<file path="src/rtl/sbt_pkg.sv">
package sbt_pkg;

  typedef enum logic [2:0] {
    BS_IDLE    = 3'd0,
    BS_OPENING = 3'd1,
    BS_OPEN    = 3'd2,
    BS_RD      = 3'd3,
    BS_WR      = 3'd4,
    BS_RD_AP   = 3'd5,
    BS_WR_AP   = 3'd6,
    BS_CLOSING = 3'd7
  } bank_st_e;

  // code is {ras_n, cas_n, we_n}
  typedef enum logic [2:0] {
    CM_LMR = 3'b000,
    CM_REF = 3'b001,
    CM_PRE = 3'b010,
    CM_ACT = 3'b011,
    CM_WR  = 3'b100,
    CM_RD  = 3'b101,
    CM_BST = 3'b110,
    CM_NOP = 3'b111
  } cmd_e;

  typedef struct packed {
    logic vld;
    cmd_e op;
    logic ap;
  } cmd_t;

endpackage

</file>
<file path="src/rtl/sbt_cmd_gate.sv">
module sbt_cmd_gate
  import sbt_pkg::*;
#(
  parameter int T_XSR = 6
) (
  input  logic clk,
  input  logic rst_n,
  input  logic cke,
  input  logic cs_n,
  input  logic ras_n,
  input  logic cas_n,
  input  logic we_n,
  input  logic a10,
  output cmd_t cmd
);
  localparam int XW = (T_XSR > 1) ? $clog2(T_XSR) : 1;

  logic          cke_q;
  logic [XW-1:0] xsr_cnt;
  logic          chk_en;

  always_ff @(posedge clk or negedge rst_n) begin
    if (!rst_n) begin
      cke_q   <= 1'b1;
      xsr_cnt <= '0;
    end else begin
      cke_q <= cke;
      if (cke && !cke_q)
        xsr_cnt <= XW'(T_XSR - 1);
      else if (xsr_cnt != '0)
        xsr_cnt <= xsr_cnt - 1'b1;
    end
  end

  always_comb begin
    chk_en  = cke && cke_q && (xsr_cnt == '0);
    cmd.op  = cmd_e'({ras_n, cas_n, we_n});
    cmd.ap  = a10;
    cmd.vld = chk_en && !cs_n && (cmd.op != CM_NOP);
  end


  cke_gate_chk: assert property (@(posedge clk) disable iff (!rst_n)
    !$past(cke) |-> !chk_en);

endmodule

</file>
<file path="src/rtl/sbt_bank_fsm.sv">
module sbt_bank_fsm
  import sbt_pkg::*;
#(
  parameter int T_RCD     = 3,
  parameter int T_RP      = 3,
  parameter int BURST_LEN = 4,
  parameter int BA_W      = 1,
  parameter int BANK_IDX  = 0
) (
  input  logic            clk,
  input  logic            rst_n,
  input  cmd_t            cmd,
  input  logic [BA_W-1:0] ba,
  input  logic            accept,
  output bank_st_e        state,
  output logic            illegal
);
  localparam int LD_ACT = T_RCD - 2;
  localparam int LD_PRE = T_RP - 2;
  localparam int LD_BUR = BURST_LEN - 2;
  localparam int LD_AP  = BURST_LEN + T_RP - 2;
  localparam int CW     = $clog2(LD_AP + LD_ACT + 2);

  logic [CW-1:0] cnt, ncnt;
  bank_st_e      nstate;
  logic          hit, all_bank, legal;

  always_comb begin
    all_bank = (cmd.op == CM_REF) || (cmd.op == CM_LMR) ||
               ((cmd.op == CM_PRE) && cmd.ap);
    hit = cmd.vld && (all_bank || (ba == BA_W'(BANK_IDX)));
    case (state)
      BS_IDLE:      legal = cmd.op inside {CM_ACT, CM_REF, CM_LMR, CM_PRE};
      BS_OPEN:      legal = cmd.op inside {CM_RD, CM_WR, CM_PRE};
      BS_RD, BS_WR: legal = cmd.op inside {CM_RD, CM_WR, CM_PRE, CM_BST};
      default:      legal = 1'b0;
    endcase
    illegal = hit && !legal;
  end

  always_comb begin
    nstate = state;
    ncnt   = cnt;
    if (cnt != '0) ncnt = cnt - 1'b1;
    else begin
      case (state)
        BS_OPENING, BS_RD, BS_WR:       nstate = BS_OPEN;
        BS_RD_AP, BS_WR_AP, BS_CLOSING: nstate = BS_IDLE;
        default: ;
      endcase
    end
    if (hit && accept) begin
      case (cmd.op)
        CM_ACT: begin
          nstate = BS_OPENING;
          ncnt   = CW'(LD_ACT);
        end
        CM_RD: begin
          nstate = cmd.ap ? BS_RD_AP : BS_RD;
          ncnt   = cmd.ap ? CW'(LD_AP) : CW'(LD_BUR);
        end
        CM_WR: begin
          nstate = cmd.ap ? BS_WR_AP : BS_WR;
          ncnt   = cmd.ap ? CW'(LD_AP) : CW'(LD_BUR);
        end
        CM_PRE: if (state != BS_IDLE) begin
          nstate = BS_CLOSING;
          ncnt   = CW'(LD_PRE);
        end
        CM_BST: begin
          nstate = BS_OPEN;
          ncnt   = '0;
        end
        default: ;
      endcase
    end
  end

  always_ff @(posedge clk or negedge rst_n) begin
    if (!rst_n) begin
      state <= BS_IDLE;
      cnt   <= '0;
    end else begin
      state <= nstate;
      cnt   <= ncnt;
    end
  end


  opening_exit_chk: assert property (@(posedge clk) disable iff (!rst_n)
    (state == BS_OPENING) |=> (state inside {BS_OPENING, BS_OPEN}));


  closing_exit_chk: assert property (@(posedge clk) disable iff (!rst_n)
    (state == BS_CLOSING) |=> (state inside {BS_CLOSING, BS_IDLE}));


  ap_exit_chk: assert property (@(posedge clk) disable iff (!rst_n)
    (state inside {BS_RD_AP, BS_WR_AP}) |=> (state == $past(state) || state == BS_IDLE));


  reject_hold_chk: assert property (@(posedge clk) disable iff (!rst_n)
    (hit && !accept && (state inside {BS_IDLE, BS_OPEN})) |=> (state == $past(state)));

endmodule

</file>
<file path="src/rtl/sdram_bank_tracker.sv">
module sdram_bank_tracker
  import sbt_pkg::*;
#(
  parameter  int NUM_BANKS = 2,
  parameter  int T_RCD     = 3,
  parameter  int T_RP      = 3,
  parameter  int BURST_LEN = 4,
  parameter  int T_XSR     = 6,
  localparam int BA_W      = (NUM_BANKS > 1) ? $clog2(NUM_BANKS) : 1
) (
  input  logic                   clk,
  input  logic                   rst_n,
  input  logic                   cke,
  input  logic                   cs_n,
  input  logic                   ras_n,
  input  logic                   cas_n,
  input  logic                   we_n,
  input  logic [BA_W-1:0]        ba,
  input  logic                   a10,
  output logic                   viol_valid,
  output logic [BA_W-1:0]        viol_bank,
  output logic [2:0]             viol_cmd,
  output logic [3*NUM_BANKS-1:0] bank_state
);
  cmd_t                 cmd;
  logic [NUM_BANKS-1:0] ill;
  bank_st_e             st [NUM_BANKS];
  logic                 any_ill;
  logic [BA_W-1:0]      ill_idx;

  sbt_cmd_gate #(.T_XSR(T_XSR)) u_gate (
    .clk(clk), .rst_n(rst_n), .cke(cke), .cs_n(cs_n), .ras_n(ras_n),
    .cas_n(cas_n), .we_n(we_n), .a10(a10), .cmd(cmd)
  );

  for (genvar g = 0; g < NUM_BANKS; g++) begin : g_bank
    sbt_bank_fsm #(
      .T_RCD(T_RCD), .T_RP(T_RP), .BURST_LEN(BURST_LEN),
      .BA_W(BA_W), .BANK_IDX(g)
    ) u_fsm (
      .clk(clk), .rst_n(rst_n), .cmd(cmd), .ba(ba), .accept(!any_ill),
      .state(st[g]), .illegal(ill[g])
    );
    assign bank_state[3*g +: 3] = st[g];
  end

  // lowest rejecting bank wins
  always_comb begin
    any_ill = 1'b0;
    ill_idx = '0;
    for (int i = NUM_BANKS - 1; i >= 0; i--) begin
      if (ill[i]) begin
        any_ill = 1'b1;
        ill_idx = BA_W'(i);
      end
    end
  end

  always_ff @(posedge clk or negedge rst_n) begin
    if (!rst_n) begin
      viol_valid <= 1'b0;
      viol_bank  <= '0;
      viol_cmd   <= '0;
    end else begin
      viol_valid <= any_ill;
      viol_bank  <= ill_idx;
      viol_cmd   <= cmd.op;
    end
  end


  pulse_cause_chk: assert property (@(posedge clk) disable iff (!rst_n)
    viol_valid |-> $past(!cs_n && cke));

endmodule

</file>
<file path="config.mk">
export PLATFORM = sky130hd
export DESIGN_NAME = sdram_bank_tracker
export DESIGN_NICKNAME = d
export VERILOG_FILES = /design/src/rtl/sbt_pkg.sv /design/src/rtl/sbt_cmd_gate.sv /design/src/rtl/sbt_bank_fsm.sv /design/src/rtl/sdram_bank_tracker.sv
export SDC_FILE = /design/constraint.sdc
export NUM_CORES = 1
export LEC_CHECK = 0
export ABC_AREA = 1
export BUFFER_PORTS_ARGS = -buffer_cell sky130_fd_sc_hd__buf_4
export CORE_MARGIN = 2
export CORE_UTILIZATION = 50
export CTS_BUF_LIST = sky130_fd_sc_hd__clkbuf_8
export DETAILED_ROUTE_END_ITERATION = 12
export GPL_ROUTABILITY_DRIVEN = 1
export PLACE_DENSITY = 0.79
export REMOVE_ABC_BUFFERS = 1
export SLEW_MARGIN = 25
export SYNTH_ARGS = -nofsm -noshare
export SYNTH_HDL_FRONTEND = slang
export SYNTH_HIERARCHICAL = 1
export SYNTH_SLANG_ARGS = --single-unit
</file>
<file path="constraint.sdc">
create_clock -name clk -period 2.25 [get_ports clk]
set_input_delay 0.225 -clock clk [delete_from_list [all_inputs] [get_ports clk]]
set_output_delay 0.225 -clock clk [all_outputs]
set_load 0.03 [all_outputs]
</file>
==> summary.md <==
| Metric | Value |
|---|---|
| Status | complete, no violations |
| CP Launch Point | u_gate/xsr_cnt[0] |
| Most frequent cells in the layout | 89 x nand2_1, 34 x inv_1, 33 x nand3_1, 20 x dfrtp_1, 20 x buf_4 |
| Worst-Margin Slew | 0.335 ns |
| Synth Area per Inst | 6.38 µm² |
| # setup viols final | 0 |
| RePlAce Congestion | 0.841 |
| Fin cells | 323 |
| Htree depth | 1 |
| Commonest non-fill, non-tap cell in the layout | nand2_1 |
| Drt wl/cell | 10.7 µm |
| CTS tree | yes |
| R2r worst-path depth | 13 |
| Final Routed Wirelength | 3.47 mm |
| Cell chain of the critical path | inv_1, ha_1, inv_1, nor2_2, nand2_1, nor2_2, nand2_1, nor2_2, nor2_1, nand3_1, inv_1, nand2_1, nand2_1 |
| Highest clock rate | 503 MHz |
| RSZ-0062 raised after global routing | no |
| Total design power | 1.66 mW |
| Leak | 1.09 nW |
| CTS Root Buffer Type | clkbuf_8 |
| Crit-path max FO | 4 |
| Postcts setup bufs | 0 |
| Die area | 3770 µm² |
| Worst VDD drop | 577 µV |
| Hold crit path type | in2reg |
| Final Skew | 0.00609 ns |
| Synth cell types | 22 |
| Slowest stage cell, crit path | dfrtp_1 |
| Via density | 5.02 |
| GRT Resource Usage Total | 0.199 |
| Total Nets Final | 295 |
| Drt drc | 0 |
| Cell area after synthesis | 1650 µm² |
| Fin util | 0.606 |
| IO Count | 20 |
| First-pass GRT wire length | 5.63 mm |
| Site Rows | 20 |
| P&R area growth vs syn | 14.3% |
| P_sw | 740 µW |
| Hold Startpoint | cke |
| Max Slew Vio Count | 0 |
| Clk Latency, worst-skew pair | 0.26 ns |
| Final ANT Viol Nets | 0 |
| Clock group share of total power | 0.149 |
| Die Width | 61.4 µm |
| Cell mode on critical path | nand2_1 |
| CTS Buffer Depth | 2 |
| 1st-iter DRT viols | 84 |
| Sequential area share after synthesis | 0.320 |
| WP data arrival | 2.14 ns |
| WHS Endpoint | u_gate/cke_q |
| Final Cycle Share | 0.883 |
| Total gr overflow | 0 |
| HPWL Detailed | 2.65 mm |
| MaxCap Viol Count | 0 |
| Warnings from Yosys | 6 |
| Via count | 1623 |
| Power Density | 884 nW/µm² |
| Clock Sinks | 21 |
| WP data required | 2.41 ns |
| Die Y | 61.4 µm |
| Comb pwr share | 0.520 |
| Hold Path Cell Cnt | 1 |
| R2r startpoint | u_gate/xsr_cnt[0] |
| Pint | 922 µW |
| Critical path capture point type | register |
| Starting Density | 0.530 |
| Placed Cells | 318 |
| Antenna violations before repair | 0 |
| Final Critical Period | 1.99 ns |
| Terminus of the critical flop-to-flop path | g_bank[0].u_fsm/cnt[2] |
| Final hold vios | 0 |
| Pre-antenna DRT Iters | 4 |
| Switch share | 0.445 |
| Vias in the first global route | 1361 |
| Largest net degree at the start of global routing | 22 |
| Buffers added on ports | 19 |
| Area leader, netlist | dfrtp_1 |
| Reg power frac | 0.331 |
| Post-Syn Instances | 258 |
| Layout cells sized above 1 | 0.215 |
| Worst-path clk slew | 0.08 ns |
| Synth top area share | 0.304 |
| Antenna diodes | 0 |
| Total CTS buffers | 3 |
| Startpoint Class | register |
| Worst setup path class | reg2reg |
| Worst reg-to-reg setup slack | 0.26 ns |
| Setup total negative slack | 0 ns |
| Area contributors post-synth | dfrtp_1 30%, nand2_1 20%, nand3_1 10% |
| Worst rel slew slack | 0.776 |
| Register bit total from synthesis | 21 |
| Critical path's largest stage delay | 0.38 ns |
| Core Box Area | 3100 µm² |
-- Yosys cell counts --
cell type and instances:
nor2_4 1, dfrtp_1 20, nor2_2 7, a21oi_2 1, and2_1 2, nand2_1 89, inv_2 13, buf_4 4
nand2_4 1, nand3_1 33, nand4_1 3, o21ai_0 12, or2_0 1, nand3_2 4, inv_1 33, o21a_1 1
dfstp_2 1, o21ai_1 2, nand2_2 7, nand3b_1 1, ha_1 6, nor2_1 16
-- kinds of logic after synthesis --
logic type      count (synthesis)  synth area share
compound gates                 16            0.0525
simple gates                  165             0.459
fa+ha+maj                       6            0.0456
flops                          21             0.320
buf+inv                        50             0.123
-- metrics by stage --
step	hold slack [ns]	setup slack, ns	instance area (µm²)
2_1_floorplan	-0.0706	0.242	1620
3_3_place_gp	0.127	0.253	1820
3_5_place_dp	0.130	0.150	1820
4_1_cts	0.0751	0.137	1880
5_1_grt	0.0634	0.00967	1880
6_report	0.0850	0.264	1880
-- cell type report --
class                      count  area (µm²)
timing repair buffer          21         160
clock buffer                   3        41.3
inverter                      46         173
fill                         316        1220
sequential                    21         527
tap                           44        55.1
multi-input combinational    187         921
clock inverter                 1        3.75
-- worst max path at each step --
stage | to | slack, ns | cells past startpoint
floorplan | g_bank[0].u_fsm/cnt[1] | 0.24 | 13
global placement | g_bank[0].u_fsm/cnt[2] | 0.25 | 13
detailed placement | g_bank[0].u_fsm/cnt[2] | 0.15 | 13
CTS | g_bank[0].u_fsm/cnt[2] | 0.14 | 13
global route | g_bank[0].u_fsm/cnt[2] | 0.01 | 13
finish | g_bank[0].u_fsm/cnt[2] | 0.26 | 13
-- worst max-delay path, delay by kind of cell, from the launching register on --
family,cells,cell delay [ns]
adders and majority gates,1,0.18
buffers and inverters,3,0.23
DFF,1,0.38
and+or+nand+nor,9,1.09
-- power groups by stage --
stage | sequential [mW] | combinational (mW) | clock (mW)
3_3_place_gp | 0.558 | 0.844 | 0
5_1_grt | 0.563 | 1.00 | 0.277
2_1_floorplan | 0.581 | 0.634 | 0
3_5_place_dp | 0.558 | 0.860 | 0
6_report | 0.550 | 0.864 | 0.248
4_1_cts | 0.550 | 0.870 | 0.257
-- state kept, by name (all words and copies together) (netlist names) --
signal,count
viol_bank,1
g_bank.u_fsm/cnt,6
viol_valid,1
u_gate/cke_q,1
u_gate/xsr_cnt,3
viol_cmd,3
g_bank.u_fsm/state,6
-- per-layer routing --
| layer | track usage | share of wire |
|---|---|---|
| met2 | 0.334 | 0.47 |
| met1 | 0.263 | 0.47 |
| met4 | 0.0790 | 0.0055 |
| met3 | 0.0189 | 0.051 |
| met5 | 0 | 0 |
-- timing repair --
item / in CTS / in global routing
hold buffers: 1 / 0
gates resized for setup: 0 / 2
hold endpoints to repair: 20 / 0
endpoints found under the setup margin: 0 / 10
Power figures use the tool's default switching activity.
